$ cat config.mk
export PLATFORM = sky130hd
export DESIGN_NAME = shf_unit
export DESIGN_NICKNAME = d
export VERILOG_FILES = /design/src/rtl/shf_pkg.sv /design/src/rtl/shf_ctrl.sv /design/src/rtl/shf_datapath.sv /design/src/rtl/shf_unit.sv
export SDC_FILE = /design/constraint.sdc
export NUM_CORES = 1
export LEC_CHECK = 0
export ABC_AREA = 1
export ABC_CLOCK_PERIOD_IN_PS = 2600
export BUFFER_PORTS_ARGS = -buffer_cell sky130_fd_sc_hd__clkbuf_2
export CORE_UTILIZATION = 48
export DETAILED_ROUTE_END_ITERATION = 10
export PLACE_DENSITY = 0.87
export SYNTH_ARGS = -nofsm -noshare
export SYNTH_HDL_FRONTEND = slang
export SYNTH_HIERARCHICAL = 1
export SYNTH_SLANG_ARGS = --single-unit
$ cat constraint.sdc
create_clock -name clk -period 2.6 [get_ports clk]
set_clock_uncertainty 0.2 [all_clocks]
set_input_delay 0 -clock clk [delete_from_list [all_inputs] [get_ports clk]]
set_output_delay 0 -clock clk [all_outputs]
set_load 0.01 [all_outputs]
$ cat src/rtl/shf_pkg.sv
package shf_pkg;

  // Strobes passed from the mode decoder to the shifting datapath
  typedef struct packed {
    logic mirror;     // reverse bit order around the right-shift core (left shift)
    logic signFill;   // feed the operand sign bit into vacated positions
    logic loadUpper;  // bypass shifting, place immediate in the upper half
  } shfStrobe_t;

endpackage

$ cat src/rtl/shf_ctrl.sv
module shf_ctrl
  import shf_pkg::*;
(
  input  logic       shiftRight,
  input  logic       arithFill,
  input  logic       immSel,
  output shfStrobe_t strobe
);

  always_comb begin
    strobe.loadUpper = immSel;
    strobe.mirror    = ~immSel & ~shiftRight;
    // sign filling only makes sense when moving toward the low end
    strobe.signFill  = ~immSel & shiftRight & arithFill;
  end

endmodule

$ cat src/rtl/shf_datapath.sv
module shf_datapath
  import shf_pkg::*;
#(
  parameter  int DATA_W = 16,
  localparam int AMT_W  = $clog2(DATA_W),
  localparam int IMM_W  = DATA_W / 2
) (
  input  logic [DATA_W-1:0] opA,
  input  logic [AMT_W-1:0]  amt,
  input  logic [IMM_W-1:0]  imm,
  input  shfStrobe_t        strobe,
  output logic [DATA_W-1:0] shiftOut
);

  localparam int LOW_W = DATA_W - IMM_W;

  function automatic logic [DATA_W-1:0] flipBits(input logic [DATA_W-1:0] v);
    logic [DATA_W-1:0] r;
    for (int i = 0; i < DATA_W; i++) r[i] = v[DATA_W-1-i];
    return r;
  endfunction

  logic [DATA_W-1:0] coreIn;
  logic [DATA_W-1:0] coreOut;
  logic [DATA_W-1:0] shifted;
  logic              fillBit;
  logic [DATA_W-1:0] layer [0:AMT_W];

  always_comb begin
    coreIn  = strobe.mirror ? flipBits(opA) : opA;
    fillBit = strobe.signFill & opA[DATA_W-1];
  end

  assign layer[0] = coreIn;

  // One mux layer per distance bit; layer s moves by 2**s toward bit 0
  for (genvar s = 0; s < AMT_W; s++) begin : g_layer
    localparam int SH = 1 << s;
    assign layer[s+1] = amt[s] ? {{SH{fillBit}}, layer[s][DATA_W-1:SH]} : layer[s];
  end

  assign coreOut = layer[AMT_W];

  always_comb begin
    shifted  = strobe.mirror ? flipBits(coreOut) : coreOut;
    shiftOut = strobe.loadUpper ? {imm, {LOW_W{1'b0}}} : shifted;
  end

endmodule

$ cat src/rtl/shf_unit.sv
module shf_unit
  import shf_pkg::*;
#(
  parameter  int DATA_W = 16,
  localparam int AMT_W  = $clog2(DATA_W),
  localparam int IMM_W  = DATA_W / 2
) (
  input  logic              clk,
  input  logic              rstN,
  input  logic [DATA_W-1:0] busA,
  input  logic [DATA_W-1:0] busB,
  input  logic              shiftRight,
  input  logic              arithFill,
  input  logic              immSel,
  input  logic [IMM_W-1:0]  immVal,
  output logic [DATA_W-1:0] result
);

  shfStrobe_t        strobe;
  logic [DATA_W-1:0] nextResult;

  shf_ctrl i_ctrl (
    .shiftRight (shiftRight),
    .arithFill  (arithFill),
    .immSel     (immSel),
    .strobe     (strobe)
  );

  shf_datapath #(.DATA_W(DATA_W)) i_dp (
    .opA      (busA),
    .amt      (busB[AMT_W-1:0]),
    .imm      (immVal),
    .strobe   (strobe),
    .shiftOut (nextResult)
  );

  always_ff @(posedge clk) begin
    if (!rstN) result <= '0;
    else       result <= nextResult;
  end

endmodule

Yosys cells after proc, flatten, opt, wreduce, memory -nomap -nowiden --
Index checks and enable logic that the tools add are counted.
Word-level totals: flip-flop bits (word level) 16, input bits 45, output and inout bits 16
Cells by class: muxes and demuxes 7, bitwise logic cells 7, reduce and logical (&&, ||, !) cells 1
Operator list (number):
- 16-bit two-way mux | 7
- 1-bit AND | 4
- 1-bit inverter | 3
- 2-bit OR reduction | 1

Logic depth before layout (Yosys ltp) --
Gate-level depths: netlist of the first run.
depth in word-level cells 10, mapped depth 16

Hierarchy --
The synthesis of the first run kept the hierarchy.
Modules (own cells, without submodules):
- shf_datapath | times used 1, cells each 264, area an instance 1381.3 um^2
- shf_unit | times used 1, cells each 50, area an instance 484.2 um^2
- shf_ctrl | times used 1, cells each 4, area an instance 21.3 um^2

Worst setup path before layout of the first run --
OpenSTA, ideal clock, no wires.
kind input -> register, start input immSel, end register result[12], arrival 1110 ps, setup slack 1181 ps, stages 16, cell sequence nor2_1 -> buf_6 -> inv_8 -> buf_12 -> nand2_4 -> nand3_4 -> nand3_2 -> nand2_1 -> nand2_1 -> nand3_2 -> nand2_1 -> nand2_1 -> nand3_1 -> nand2_1 -> nand2_2 -> inv_1
Between the ends: cells in the longest elaborated chain, start to end 10, elaborated cells on any way between the ends 12, classes of those cells 7 x mux; 5 x bitwise
Ends and longest elaborated chain:
- start: declaration | RTL line shf_unit.sv:14 | input logic immSel,
- 1-bit inverter | RTL line shf_ctrl.sv:12, shf_ctrl.sv:14
- 1-bit AND (2 in series) | RTL line shf_ctrl.sv:14 | strobe.signFill = ~immSel & shiftRight & arithFill;
- 1-bit AND | RTL line shf_datapath.sv:31 | fillBit = strobe.signFill & opA[DATA_W-1];
- 16-bit two-way mux (4 in series) | RTL line shf_datapath.sv:39 | assign layer[s+1] = amt[s] ? {{SH{fillBit}}, layer[s][DATA_W-1:SH]} : layer[s];
- 16-bit two-way mux | RTL line shf_datapath.sv:45 | shifted = strobe.mirror ? flipBits(coreOut) : coreOut;
- 16-bit two-way mux (*) | RTL line shf_datapath.sv:46 | shiftOut = strobe.loadUpper ? {imm, {LOW_W{1'b0}}} : shifted;
- net nextResult[12] | RTL line shf_unit.sv:20 | logic [DATA_W-1:0] nextResult;
- end signal: assignment | RTL line shf_unit.sv:39 | else result <= nextResult;
- end: declaration | RTL line shf_unit.sv:16 | output logic [DATA_W-1:0] result
The timed path passes the listed nets; every way through them passes the cells marked *. A chain may end at the register's enable or synchronous reset.

==> results of run 1 <==
==> cell type report <==
type                       count  area [µm²]  area share (%)
sequential                    16         320            14.4
tap                           48        60.1            2.70
inverter                      24         103            4.61
multi-input combinational    256        1270            56.9
timing repair buffer          68         433            19.5
clock buffer                   3        41.3            1.86
==> cells by family (layout without fill, tap and decap cells) <==
| kind of cell | count (synthesis) | count (layout) | share of synthesized area (%) |
|---|---|---|---|
| simple gates | 253 | 253 | 66.0 |
| flops | 16 | 16 | 17.0 |
| compound gates | 3 | 3 | 0.995 |
| buf+inv | 46 | 95 | 16.0 |
==> metal layers <==
metal  GRT usage [%]  vias to the layer above
li1                -                     1152
met1            27.3                     1027
met2            43.9                       92
met3            5.63                       32
met4            17.5                        0
met5               0                        -
==> Yosys cell counts (3+ instances only) <==
library cell / instances / share of area (%)
nand3_1: 117 / 31
inv_1: 19 / 3.8
nand2_4: 4 / 2.4
buf_2: 7 / 1.9
nand3_2: 12 / 6.4
nor2_1: 10 / 2.0
buf_12: 3 / 3.2
buf_6: 6 / 3.6
and3_1: 3 / 0.99
buf_4: 4 / 1.6
nand2_2: 8 / 2.7
dfxtp_1: 16 / 17
nand2_1: 97 / 19
==> path summary, 6_finish.rpt <==
kind    start  slack [ns]  cells after the start    endpoint
max    immSel        0.41                     17  result[11]
min   busB[3]        0.14                      6   result[3]
==> worst max-delay path, stage by stage <==
cell and delay [ns]:
clkbuf_2 0.09, nor2_2 0.09, buf_4 0.25, inv_8 0.13
nand2_1 0.10, nand3_1 0.10, nand3_1 0.15, nand2_1 0.07
nand2_1 0.05, nand2_1 0.09, nand2_1 0.08, nand3_1 0.08
nand3_1 0.08, nand2_1 0.08, nand2_2 0.06, dlygate4sd3_1 0.58
inv_1 0.06
==> power by group <==
part / total, mW / switching, mW / internal [mW] / leakage [nW]
registers: 0.266 / 0.00435 / 0.261 / 0.132
clock network: 0.183 / 0.0800 / 0.103 / 0.0216
logic: 0.344 / 0.209 / 0.135 / 1.10
==> placed cells by master, fill, tap and decap left out, drive strengths merged <==
| master | instances |
|---|---|
| a21oi | 3 |
| and3 | 3 |
| buf | 3 |
| clkbuf | 51 |
| clkinv | 1 |
| dfxtp | 16 |
| dlygate4sd3 | 17 |
| inv | 23 |
| nand2 | 109 |
| nand3 | 130 |
| nor2 | 11 |
==> stage by stage <==
step / hold WS (ns) / instance area (µm²)
2_1_floorplan: -0.0182 / 1890
3_3_place_gp: 0.0831 / 2010
3_5_place_dp: 0.0918 / 2010
4_1_cts: 0.134 / 2220
5_1_grt: 0.179 / 2220
6_report: 0.139 / 2220
==> what timing repair did <==
action	4_1_cts	5_1_grt
hold buffers	17	0
buffers inserted	0	0
hold endpoints to repair	16	0
==> results.py, run 1 <==
metrics = {
    "run_status": {
        "status": "completed",
    },
    "floorplanning": {
        "core_region_area_um2": 3720,
        "top_level_ports": 61,
        "row_count": 22,
        "die-area_um2": 4190,
        "die_x_um": 64.7,
        "start_util_pct": 50.8,
        "die_h_um": 64.7,
    },
    "cts": {
        "path_clk_slew_ns": 0.06,
        "cts_made_buffers": 3,
        "cts_tree": "built",
        "cts.sinks": 16,
        "cts_resized": 0,
        "clk_path_buf_depth": 2,
        "htree_levels": 1,
        "clockRootBuffer": "clkbuf_8",
    },
    "placed_design": {
        "io_buffers": 48,
        "dp.cells": 395,
        "dp_slack_ns": 0.756,
        "gp_congestion": 0.878,
        "hpwl_um": 3490,
    },
    "logic_synthesis": {
        "ys_async_sr_fraction_pct": 0,
        "syn-cell-area_um2": 1890,
        "synth_fp_nets": 363,
        "syn_area_per_cell_um2": 5.93,
        "ys_types": 23,
        "synth_edf_count": 0,
        "synthFlopType": "dfxtp_1",
        "ys_warn_count": 6,
        "synth-seq-cells": 16,
        "synth_seq_area_share_pct": 17.0,
        "syn-instance-count": 318,
    },
    "pwr": {
        "power_mw": 0.793,
        "vdd_drop_max_v": 0.000231,
        "power.density_nw_per_um2": 357,
        "leakage_nw": 1.25,
    },
    "detailed_routing": {
        "route.top_layer_used": "met4",
        "vias": 2303,
        "routed-wl-met3_um": 267,
        "drt_iter0_markers": 167,
        "drt_wl_total_um": 4890,
        "drt-pass1-iter-count": 5,
        "drtAntennaViolNets": 0,
        "wl_per_cell_um": 11.8,
        "m1WireLength_um": 1960,
        "wl_met2_um": 2390,
        "viasPerCell": 5.55,
        "drc_errors": 0,
    },
    "cells_and_area": {
        "syn_to_final_growth_pct": 17.8,
        "instances_no_fill": 415,
        "reg_top3": "result x16",
        "finalCoreUtilization_pct": 59.8,
        "final_layout_size_suffix_gt1_share_pct": 23.4,
        "antenna_cells": 0,
        "fin_nets": 414,
        "fill_cells": 361,
        "top_register": "result",
        "largest_register_ffs": 16,
    },
    "global_route": {
        "grt_pass1_vias": 2137,
        "grt-ovfl-total": 0,
        "antenna_found_initial": 0,
        "grt_max_degree": 29,
        "grt.total_usage_pct": 25.4,
        "grt_pass1_wl_um": 8420,
    },
    "job": {
        "cap_violations": 0,
    },
    "timing": {
        "tightest_slew_ns": 0.465,
        "fin_setup_tns_ns": 0,
        "hold_viol": 0,
        "post-route-period-util_pct": 84.3,
        "drv_slew": 0,
        "slew_headroom_pct": 69.0,
        "rsz0062_at_grt": "false",
        "period_needed_ns": 2.19,
        "setup_viol_count_final": 0,
        "timing.final.ws_setup_ns": 0.408,
        "fmax_mhz": 456,
    },
    "critical_path": {
        "critPathMaxFanout": 28,
        "criticalPathCategory": "in -> reg",
        "cp_data_required_time_ns": 2.55,
        "critPathLaunchType": "primary input",
        "end_kind": "flip-flop",
        "cp_data_arrival_time_ns": 2.14,
    },
    "worst_hold_path": {
        "hold_class": "in -> reg",
    },
}
Power figures use the tool's default switching activity.
==> run 2, diff against run 1 <==
- ABC_CLOCK_PERIOD_IN_PS: 2600 -> 2200
- clock period: 2.6 -> 2.2 ns (I/O delays scaled with it)
==> run 2 against run 1 <==
- combinational power grew 25%
- via count grew 3.0%
- first-iteration DRC count shrank 4.8%
- non-clock buffer count grew 6
- clock power grew 16%
- sequential share of layout area shrank 0.60 points
==> results.py, run 2 (synthesis results as in run 1) <==
metrics = {
    "detailed_routing": {
        "viasPerCell": 5.63,
        "vias": 2371,
        "drc_errors": 0,
        "drt_iter0_markers": 159,
        "wl_met2_um": 2530,
        "drt_wl_total_um": 5140,
        "drtAntennaViolNets": 0,
        "wl_per_cell_um": 12.2,
        "m1WireLength_um": 2060,
        "routed-wl-met3_um": 366,
        "drt-pass1-iter-count": 5,
        "route.top_layer_used": "met4",
    },
    "cts": {
        "htree_levels": 1,
        "cts_made_buffers": 3,
        "path_clk_slew_ns": 0.05,
        "clk_path_buf_depth": 2,
        "cts.sinks": 16,
        "clockRootBuffer": "clkbuf_8",
        "cts_tree": "built",
    },
    "pwr": {
        "p_sw_mw": 0.354,
        "vdd_drop_max_v": 0.000292,
        "clkPwrFrac_pct": 22.2,
        "power.density_nw_per_um2": 413,
        "leakage_nw": 1.29,
        "p_int_mw": 0.604,
        "combPwrFrac_pct": 45.0,
        "sw_frac_of_total_pct": 37.0,
        "p_seq_share_pct": 32.8,
    },
    "timing": {
        "rsz0062_at_grt": "true",
        "tightest_slew_ns": 0.453,
        "period_needed_ns": 2.10,
        "slew_headroom_pct": 69.7,
        "timing.final.ws_setup_ns": 0.0984,
        "post-route-period-util_pct": 95.5,
        "hold_viol": 0,
        "fmax_mhz": 476,
        "setup_viol_count_final": 0,
        "drv_slew": 0,
    },
    "cells_and_area": {
        "largest_register_ffs": 16,
        "syn_to_final_growth_pct": 22.9,
        "fin_area_um2": 2320,
        "reg_top3": "result x16",
        "fin_nets": 420,
        "top_register": "result",
        "final_layout_size_suffix_gt1_share_pct": 25.5,
        "final_cell_mix": "116 x nand3_1, 96 x nand2_1, 48 x clkbuf_2",
        "antenna_cells": 0,
        "layout_commonest_cell": "nand3_1",
    },
    "floorplanning": {
        "row_count": 22,
        "die_h_um": 64.7,
        "top_level_ports": 61,
        "start_util_pct": 50.8,
        "die_x_um": 64.7,
        "core_region_area_um2": 3720,
        "die-area_um2": 4190,
    },
    "global_route": {
        "grt-ovfl-total": 0,
        "grt_pass1_vias": 2002,
        "grt_pass1_wl_um": 8070,
        "grt_max_degree": 38,
        "antenna_found_initial": 0,
        "grt.total_usage_pct": 23.9,
    },
    "run_status": {
        "status": "completed",
    },
    "placed_design": {
        "gp_congestion": 0.876,
        "place_area_um2": 2020,
        "dp_slack_ns": 0.344,
        "io_buffers": 48,
        "hpwl_um": 3400,
    },
    "job": {
        "cap_violations": 0,
    },
    "critical_path": {
        "critPathMaxFanout": 11,
        "criticalPathCategory": "in -> reg",
        "crit_end": "result[8]",
        "cp_data_arrival_time_ns": 2.10,
        "cp_data_required_time_ns": 2.20,
        "end_kind": "flip-flop",
        "startpoint": "shiftRight",
        "critPathLaunchType": "primary input",
    },
    "worst_hold_path": {
        "hold_class": "in -> reg",
    },
}
-- run 2: through the flow --
| step | instances | hold slack (ns) | util, % | power [mW] | TNS, ns |
|---|---|---|---|---|---|
| 2_1_floorplan | 318 | -0.0182 | - | 0.619 | 0 |
| 6_report | 421 | 0.136 | 62.4 | 0.958 | 0 |
| 3_3_place_gp | 394 | 0.0834 | 54.3 | 0.683 | 0 |
| 5_1_grt | 421 | 0.193 | 62.4 | 1.03 | -0.0406 |
| 3_5_place_dp | 394 | 0.0823 | 54.3 | 0.691 | 0 |
| 4_1_cts | 414 | 0.119 | 60.0 | 0.929 | 0 |
-- run 2: what timing repair did --
action | in CTS | in global routing
hold buffers | 17 | 0
gates resized for setup | 0 | 6
endpoints found under the setup margin | 0 | 8
endpoints found under the hold margin | 16 | 0
setup buffers | 0 | 6
-- run 2: worst max-delay path, stage by stage --
cell and delay (ns):
clkbuf_2 0.11, nor2_4 0.14, buf_12 0.15, buf_4 0.14, nand2_1 0.07, nand3_1 0.12, nand3_1 0.12, nand3_1 0.14
nand3_1 0.11, nand3_1 0.12, nand3_1 0.12, nand2_1 0.09, nand2_1 0.05, dlygate4sd3_1 0.57, inv_1 0.06
-- run 2: area by class of cell --
type,instances,area (µm²)
timing repair buffer,74,508
multi-input combinational,256,1280
inverter,24,111
fill,377,1400
tap,48,60.1
clock buffer,3,41.3
sequential,16,320
-- run 2: worst min path at each step --
stage	from	to	slack (ns)	cells after the start
floorplan	immVal[6]	result[14]	-0.02	4
global placement	immVal[1]	result[9]	0.08	5
detailed placement	immVal[6]	result[14]	0.08	5
CTS	shiftRight	result[1]	0.12	6
global route	busB[3]	result[3]	0.19	6
finish	busB[3]	result[3]	0.14	6
-- run 2: metal layers --
layer | GRT usage, % | up-vias
met5 | 0 | -
met1 | 27.9 | 1059
met2 | 43.2 | 129
met4 | 9.17 | 0
met3 | 4.05 | 22
li1 | - | 1161
-- run 2: power by group through the flow --
stage | combinational (mW) | sequential, mW | clock, mW
2_1_floorplan | 0.289 | 0.330 | 0
3_3_place_gp | 0.364 | 0.319 | 0
3_5_place_dp | 0.372 | 0.319 | 0
4_1_cts | 0.400 | 0.313 | 0.216
5_1_grt | 0.475 | 0.315 | 0.235
6_report | 0.431 | 0.314 | 0.212
